### config.mk
export PLATFORM = sky130hd
export DESIGN_NAME = poison_rf
export DESIGN_NICKNAME = d
export VERILOG_FILES = /design/src/rtl/poison_rf_pkg.sv /design/src/rtl/poison_rf_wrclass.sv /design/src/rtl/poison_rf_store.sv /design/src/rtl/poison_rf_port.sv /design/src/rtl/poison_rf.sv
export SDC_FILE = /design/constraint.sdc
export NUM_CORES = 1
export LEC_CHECK = 0
export CAP_MARGIN = 20
export CORE_MARGIN = 1
export CORE_UTILIZATION = 45
export CTS_BUF_LIST = sky130_fd_sc_hd__clkbuf_4 sky130_fd_sc_hd__clkbuf_8
export DETAILED_ROUTE_END_ITERATION = 10
export PLACE_DENSITY_LB_ADDON = 0.15
export SLEW_MARGIN = 15
export SYNTH_ARGS = -nofsm -noshare
export SYNTH_HDL_FRONTEND = slang
export SYNTH_HIERARCHICAL = 1
export SYNTH_SLANG_ARGS = --single-unit
### constraint.sdc
create_clock -name clk_i -period 4.2 [get_ports clk_i]
set_clock_uncertainty 0.05 [all_clocks]
set_input_delay 0.42 -clock clk_i [delete_from_list [all_inputs] [get_ports clk_i]]
set_output_delay 0.42 -clock clk_i [all_outputs]
set_load 0.05 [all_outputs]
### src/rtl/poison_rf_pkg.sv
package poison_rf_pkg;

  typedef enum logic [1:0] {
    EXC_NONE   = 2'b00,
    EXC_RESUME = 2'b01,
    EXC_FATAL  = 2'b10,
    EXC_FATAL2 = 2'b11
  } exc_class_e;

  typedef struct packed {
    logic commit;     // register state changes this edge
    logic poison;     // tag value to store
    logic fatal_now;  // non-speculative fatal fault
    logic resume;     // resumable fault to service
  } wr_dec_t;

  function automatic logic is_fatal(exc_class_e c);
    return (c == EXC_FATAL) || (c == EXC_FATAL2);
  endfunction

endpackage

### src/rtl/poison_rf_wrclass.sv
module poison_rf_wrclass
  import poison_rf_pkg::*;
#(
  parameter int unsigned AW = 4
) (
  input  logic          wr_en_i,
  input  logic [AW-1:0] wr_addr_i,
  input  logic          wr_spec_i,
  input  logic [1:0]    wr_exc_i,
  input  logic          wr_src_poison_i,
  output wr_dec_t       dec_o
);

  exc_class_e cls;
  logic       fatal_cls;

  always_comb begin
    cls             = exc_class_e'(wr_exc_i);
    fatal_cls       = is_fatal(cls);
    dec_o.resume    = wr_en_i && (cls == EXC_RESUME);
    dec_o.fatal_now = wr_en_i && fatal_cls && !wr_spec_i;
    dec_o.poison    = wr_spec_i && (fatal_cls || wr_src_poison_i);
    dec_o.commit    = wr_en_i && (wr_addr_i != '0)
                      && !dec_o.resume && !dec_o.fatal_now;
  end

endmodule

### src/rtl/poison_rf_store.sv
module poison_rf_store #(
  parameter int unsigned NREG = 16,
  parameter int unsigned DW   = 32,
  parameter int unsigned AW   = 4
) (
  input  logic                      clk_i,
  input  logic                      rst_ni,
  input  logic                      we_i,
  input  logic [AW-1:0]             waddr_i,
  input  logic [DW-1:0]             wdata_i,
  input  logic                      wpoison_i,
  output logic [NREG-1:0][DW-1:0]   data_o,
  output logic [NREG-1:0]           tag_o
);

  logic [NREG-1:1][DW-1:0] mem_q;
  logic [NREG-1:1]         tag_q;

  always_ff @(posedge clk_i or negedge rst_ni) begin
    if (!rst_ni) begin
      mem_q <= '0;
      tag_q <= '0;
    end else if (we_i) begin
      for (int i = 1; i < NREG; i++) begin
        if (waddr_i == AW'(i)) begin
          mem_q[i] <= wdata_i;
          tag_q[i] <= wpoison_i;
        end
      end
    end
  end

  // entry 0 is a constant clean zero
  always_comb begin
    data_o[0] = '0;
    tag_o[0]  = 1'b0;
    for (int i = 1; i < NREG; i++) begin
      data_o[i] = mem_q[i];
      tag_o[i]  = tag_q[i];
    end
  end

endmodule

### src/rtl/poison_rf_port.sv
module poison_rf_port #(
  parameter int unsigned NREG = 16,
  parameter int unsigned DW   = 32,
  parameter int unsigned AW   = 4
) (
  input  logic [AW-1:0]           addr_i,
  input  logic [NREG-1:0][DW-1:0] data_i,
  input  logic [NREG-1:0]         tag_i,
  input  logic                    byp_we_i,
  input  logic [AW-1:0]           byp_addr_i,
  input  logic [DW-1:0]           byp_data_i,
  input  logic                    byp_poison_i,
  output logic [DW-1:0]           data_o,
  output logic                    poison_o
);

  logic hit;

  always_comb begin
    hit = byp_we_i && (byp_addr_i == addr_i);
    if (addr_i == '0) begin
      data_o   = '0;
      poison_o = 1'b0;
    end else if (hit) begin
      data_o   = byp_data_i;
      poison_o = byp_poison_i;
    end else begin
      data_o   = data_i[addr_i];
      poison_o = tag_i[addr_i];
    end
  end

endmodule

### src/rtl/poison_rf.sv
module poison_rf
  import poison_rf_pkg::*;
#(
  parameter int unsigned NREG = 16,
  parameter int unsigned DW   = 32,
  parameter int unsigned NRD  = 2,
  localparam int unsigned AW  = $clog2(NREG)
) (
  input  logic                     clk_i,
  input  logic                     rst_ni,
  input  logic                     wr_en_i,
  input  logic [AW-1:0]            wr_addr_i,
  input  logic [DW-1:0]            wr_data_i,
  input  logic                     wr_spec_i,
  input  logic [1:0]               wr_exc_i,
  input  logic                     wr_src_poison_i,
  input  logic [NRD-1:0]           rd_en_i,
  input  logic [NRD-1:0]           rd_spec_i,
  input  logic [NRD-1:0][AW-1:0]   rd_addr_i,
  output logic [NRD-1:0][DW-1:0]   rd_data_o,
  output logic [NRD-1:0]           rd_poison_o,
  input  logic                     chk_en_i,
  input  logic [AW-1:0]            chk_addr_i,
  output logic                     recover_o,
  output logic                     fault_o,
  output logic                     pgflt_o
);

  wr_dec_t                 dec;
  logic [DW-1:0]           wdata_eff;
  logic [NREG-1:0][DW-1:0] st_data;
  logic [NREG-1:0]         st_tag;
  logic [DW-1:0]           chk_data_unused;
  logic                    chk_poison;

  poison_rf_wrclass #(.AW(AW)) u_wrclass (
    .wr_en_i         (wr_en_i),
    .wr_addr_i       (wr_addr_i),
    .wr_spec_i       (wr_spec_i),
    .wr_exc_i        (wr_exc_i),
    .wr_src_poison_i (wr_src_poison_i),
    .dec_o           (dec)
  );

  // poisoned results carry no payload
  assign wdata_eff = dec.poison ? '0 : wr_data_i;

  poison_rf_store #(.NREG(NREG), .DW(DW), .AW(AW)) u_store (
    .clk_i     (clk_i),
    .rst_ni    (rst_ni),
    .we_i      (dec.commit),
    .waddr_i   (wr_addr_i),
    .wdata_i   (wdata_eff),
    .wpoison_i (dec.poison),
    .data_o    (st_data),
    .tag_o     (st_tag)
  );

  for (genvar p = 0; p < NRD; p++) begin : g_rd
    poison_rf_port #(.NREG(NREG), .DW(DW), .AW(AW)) u_port (
      .addr_i       (rd_addr_i[p]),
      .data_i       (st_data),
      .tag_i        (st_tag),
      .byp_we_i     (dec.commit),
      .byp_addr_i   (wr_addr_i),
      .byp_data_i   (wdata_eff),
      .byp_poison_i (dec.poison),
      .data_o       (rd_data_o[p]),
      .poison_o     (rd_poison_o[p])
    );
  end

  poison_rf_port #(.NREG(NREG), .DW(DW), .AW(AW)) u_chk_port (
    .addr_i       (chk_addr_i),
    .data_i       (st_data),
    .tag_i        (st_tag),
    .byp_we_i     (dec.commit),
    .byp_addr_i   (wr_addr_i),
    .byp_data_i   (wdata_eff),
    .byp_poison_i (dec.poison),
    .data_o       (chk_data_unused),
    .poison_o     (chk_poison)
  );

  assign recover_o = chk_en_i && chk_poison;
  assign fault_o   = (|(rd_en_i & ~rd_spec_i & rd_poison_o)) || dec.fatal_now;
  assign pgflt_o   = dec.resume;

endmodule

After elaboration in Yosys (flattened, before gate mapping)

Index checks and enable logic that the tools add are counted.

$lt $le $gt $ge: 3
Equal/unequal tests: 21
Muxes and demuxes: 21
Bitwise gates (word level): 3
Reduce and logical (&&, ||, !) cells: 37

Operators with widths:

| operator             | number |
|---|---|
| $bmux W32 S4         | 2 |
| $mux W32             | 7 |
| $eq A4 B4 Y1 const B | 8 |
| $reduce_and A2 Y1    | 15 |
| $eq A4 B3 Y1 const B | 4 |
| $lt A4 B5 Y1 const B | 3 |
| $bmux W1 S4          | 3 |
| $eq A4 B4 Y1         | 3 |
| $logic_not A4 Y1     | 3 |
| $logic_and A1 B1 Y1  | 11 |
| $mux W1              | 9 |
| $eq A4 B2 Y1 const B | 2 |
| $and A2 B2 Y2        | 2 |
| $eq A2 B2 Y1 const B | 2 |
| $eq A4 B1 Y1 const B | 1 |
| $reduce_bool A4 Y1   | 1 |
| $logic_not A1 Y1     | 3 |
| $logic_or A1 B1 Y1   | 3 |
| $eq A2 B1 Y1 const B | 1 |
| $not A2 Y2           | 1 |
| $reduce_or A2 Y1     | 1 |

Register bits: 495
Output and inout bits: 69

Depth between registers and ports, before layout

Word-level depth: 12
Depth in mapped cells: 11
Depth with buffers taken out: 8

Modules after synthesis

The synthesis kept the hierarchy.

Modules (own cells, without submodules):

| module            | times used | cells an instance | area an instance (um^2) | sequential area each (um^2) |
|---|---|---|---|---|
| poison_rf_store   | 1          | 1129              | 18715.4                 | 12386.9 |
| poison_rf_port    | 3          | 434               | 4630.7                  | 0.0 |
| poison_rf         | 1          | 40                | 249.0                   | 0.0 |
| poison_rf_wrclass | 1          | 6                 | 50.0                    | 0.0 |

Least setup slack after synthesis

Ideal clock, no wire load.

Path type: input to output
From: input port wr_exc_i[1]
To: output port fault_o
Data arrival time: 2967 ps
Slack: 763 ps
Stages on the path: 7
Cell sequence: and3b_1 > nor4b_2 > nand4_1 > nor2_1 > a22o_1 > nand2_1 > o221ai_1

RTL lines:

| what            | line            | source |
|---|---|---|
| start, declared | poison_rf.sv:15 | `input logic [1:0] wr_exc_i,` |
| end, declared   | poison_rf.sv:25 | `output logic fault_o,` |

==> flow_summary.ini <==
[critical_path]
r2r-start = u_store/data_o[135]
crit_family = buffers and inverters
critPathBufInv = 3
rrSetupSlack_ns = 3.31
critical_path_arrival_ns = 3.40
endpoint_kind = output pin
cp.required_ns = 3.73
crit_chain = clkdlybuf4s50_1 -> nor4_1 -> nor4b_2 -> nand4_1 -> nor2_4 -> buf_4 -> a22o_1 -> buf_4
r2r-end = u_store/data_o[135]
cpMaxStageDelayCell = clkdlybuf4s50_1
path_depth = 8
worstPathMaxFanout = 32
r2r_cells = 1
cp-start-kind = input pin
critPathLaunch = wr_addr_i[2]
path_common_cell = buf_4
crit_path_max_incr_delay_ns = 0.65
critical_path_class = in2out
endpoint = rd_data_o[63]

[power_and_ir_drop]
power_frac_comb = 0.235
seq_power_share = 0.427
powerDensity_nw_per_um2 = 446.0
total_power_mw = 14.75
p_int_mw = 10.47
swShare = 0.2903
vdd_ir_drop_max_mv = 0.2145
clockPowerShare = 0.337
power.switching_mw = 4.282
leakagePower_nw = 14.73

[flow_run]
max-cap-violations = 0

[clock_network]
cts_root_buf = clkbuf_8
cts_sinks = 495
cts_resized = 0
htreeDepth = 3
cts_buffer_depth = 3
worstSkewPairLatency_ns = 0.67
cts_buffers = 91
clk_pin_slew_ns = 0.06
cts_tree = done

[yosys]
syn_area_um2 = 28620
syn_area_per_cell_um2 = 13.71
synthCells = 2088
yosys_warnings = 6

[route]
routed_wl_mm = 83.11
drtIter0Drc = 1277
ant_nets = 0
drc = 0
drt-pass1-iter-count = 4
wl_per_cell_um = 26.94
vias_per_cell = 6.073
via_count = 18740

[floorplanning]
ios = 129
die_w_um = 254.2
placementRows = 92
coreArea_um2 = 62970
die-area_um2 = 64620
die_y_um = 254.2
start_util = 0.4546

[placement]
port_buffers = 128
place_congestion = 0.7784
dp_hpwl_mm = 48.27
placed_cell_area_um2 = 31010
dp_worst_setup_slack_ns = 0.3111

[finish]
design_area_um2 = 33070
utilization = 0.5252
drive_gt1_frac = 0.4312
area_delta_synth_final_pct = 15.54
n_fill_cell = 5352
num-nets-final = 2232

[sta]
finalSetupViolCount = 0
slew_violations = 0
timing.final.ws_setup_ns = 0.3265
final.setup.tns_ns = 0
report.final.hold_viol_count = 0
fin_crit_ns = 3.873
worstMarginPinSlew_ns = 1.085
clock.fmax_mhz = 258.2
rsz0062_at_grt = no
period_share = 0.9223
max_slew_margin = 0.2749

[global_routing]
grtUsageTotal = 0.2657
grt_pass1_wl_mm = 127.3
grt_max_degree = 115
antenna_found_initial = 1
overflow = 0
grt_pass1_vias = 20050

[outcome]
status = finished clean

[hold_path]
hp-class = in2async
-- cell usage in the layout (no fill, tap or decap), types with 3 or more instances in the layout --
| cell type | instances |
|---|---|
| a21oi_1 | 5 |
| a22o_1 | 67 |
| and2_1 | 3 |
| buf_12 | 64 |
| buf_4 | 93 |
| clkbuf_4 | 25 |
| clkbuf_8 | 123 |
| clkdlybuf4s50_1 | 51 |
| clkinv_2 | 7 |
| conb_1 | 33 |
| dfrtp_1 | 495 |
| inv_1 | 4 |
| mux2_1 | 90 |
| mux2_2 | 405 |
| mux2i_1 | 197 |
| mux4_2 | 203 |
| nand2_1 | 133 |
| nand3b_1 | 3 |
| nand4_1 | 3 |
| nor2_1 | 4 |
| nor2_4 | 11 |
| nor2b_1 | 30 |
| nor2b_2 | 6 |
| nor3_1 | 3 |
| nor3_2 | 3 |
| o2111ai_1 | 65 |
| o21ai_0 | 66 |
| or3_2 | 3 |
| xnor2_1 | 9 |
-- routing by layer --
metal	GRT usage	part of all wire	vias to the layer above	routed length, um
met4	0.09725	0.030	0	2512
met1	0.3499	0.43	10030	35370
met5	0	0	-	0
met2	0.4464	0.50	497	41670
met3	0.03929	0.043	163	3555
li1	-	-	8042	-
-- layout make-up --
class	count	area (um2)	area share
tap	846	1059	0.03201
inverter	4	15.01	0.0004540
timing repair buffer	216	2575	0.07786
clock buffer	146	1853	0.05603
antenna	1	2.502	0.00007567
multi-input combinational	1364	15050	0.4551
clock inverter	13	131.4	0.003972
sequential	495	12390	0.3745
-- state kept, by name, summed over array words and instances, names as in the netlist --
register,count
u_store/tag_q,15
u_store/data_o,480
-- power groups by stage --
stage | Combinational [mW] | Clock, mW | Sequential (mW)
after floorplan | 2.56 | 0 | 6.16
after global placement | 3.40 | 0 | 6.28
after detailed placement | 3.47 | 0 | 6.37
after CTS | 3.48 | 5.11 | 6.29
after global routing | 3.71 | 5.34 | 6.43
final | 3.47 | 4.98 | 6.30
-- repair_timing --
action / 4_1_cts / 5_1_grt
hold buffers: 1 / 0
hold endpoints to repair: 107 / 0
buffers inserted: 0 / 0
-- metrics by stage --
step | hold slack [ns] | cells
2_1_floorplan | 0.07441 | 2120
3_3_place_gp | 0.4352 | 2915
3_5_place_dp | 0.4464 | 2917
4_1_cts | 0.4005 | 3077
5_1_grt | 0.4424 | 3085
6_report | 0.3690 | 3085
-- worst min-delay path by stage --
stage                     slack (ns)  cells after the start                  end
after floorplan                 0.07                      0  u_store/data_o[100]
after global placement          0.44                      1  u_store/data_o[155]
after detailed placement        0.45                      1  u_store/data_o[411]
after CTS                       0.40                      2     u_store/tag_q[2]
after global routing            0.44                      2     u_store/tag_q[2]
final                           0.37                      2     u_store/tag_q[2]
No activity file was read; power rests on OpenSTA's default activity.
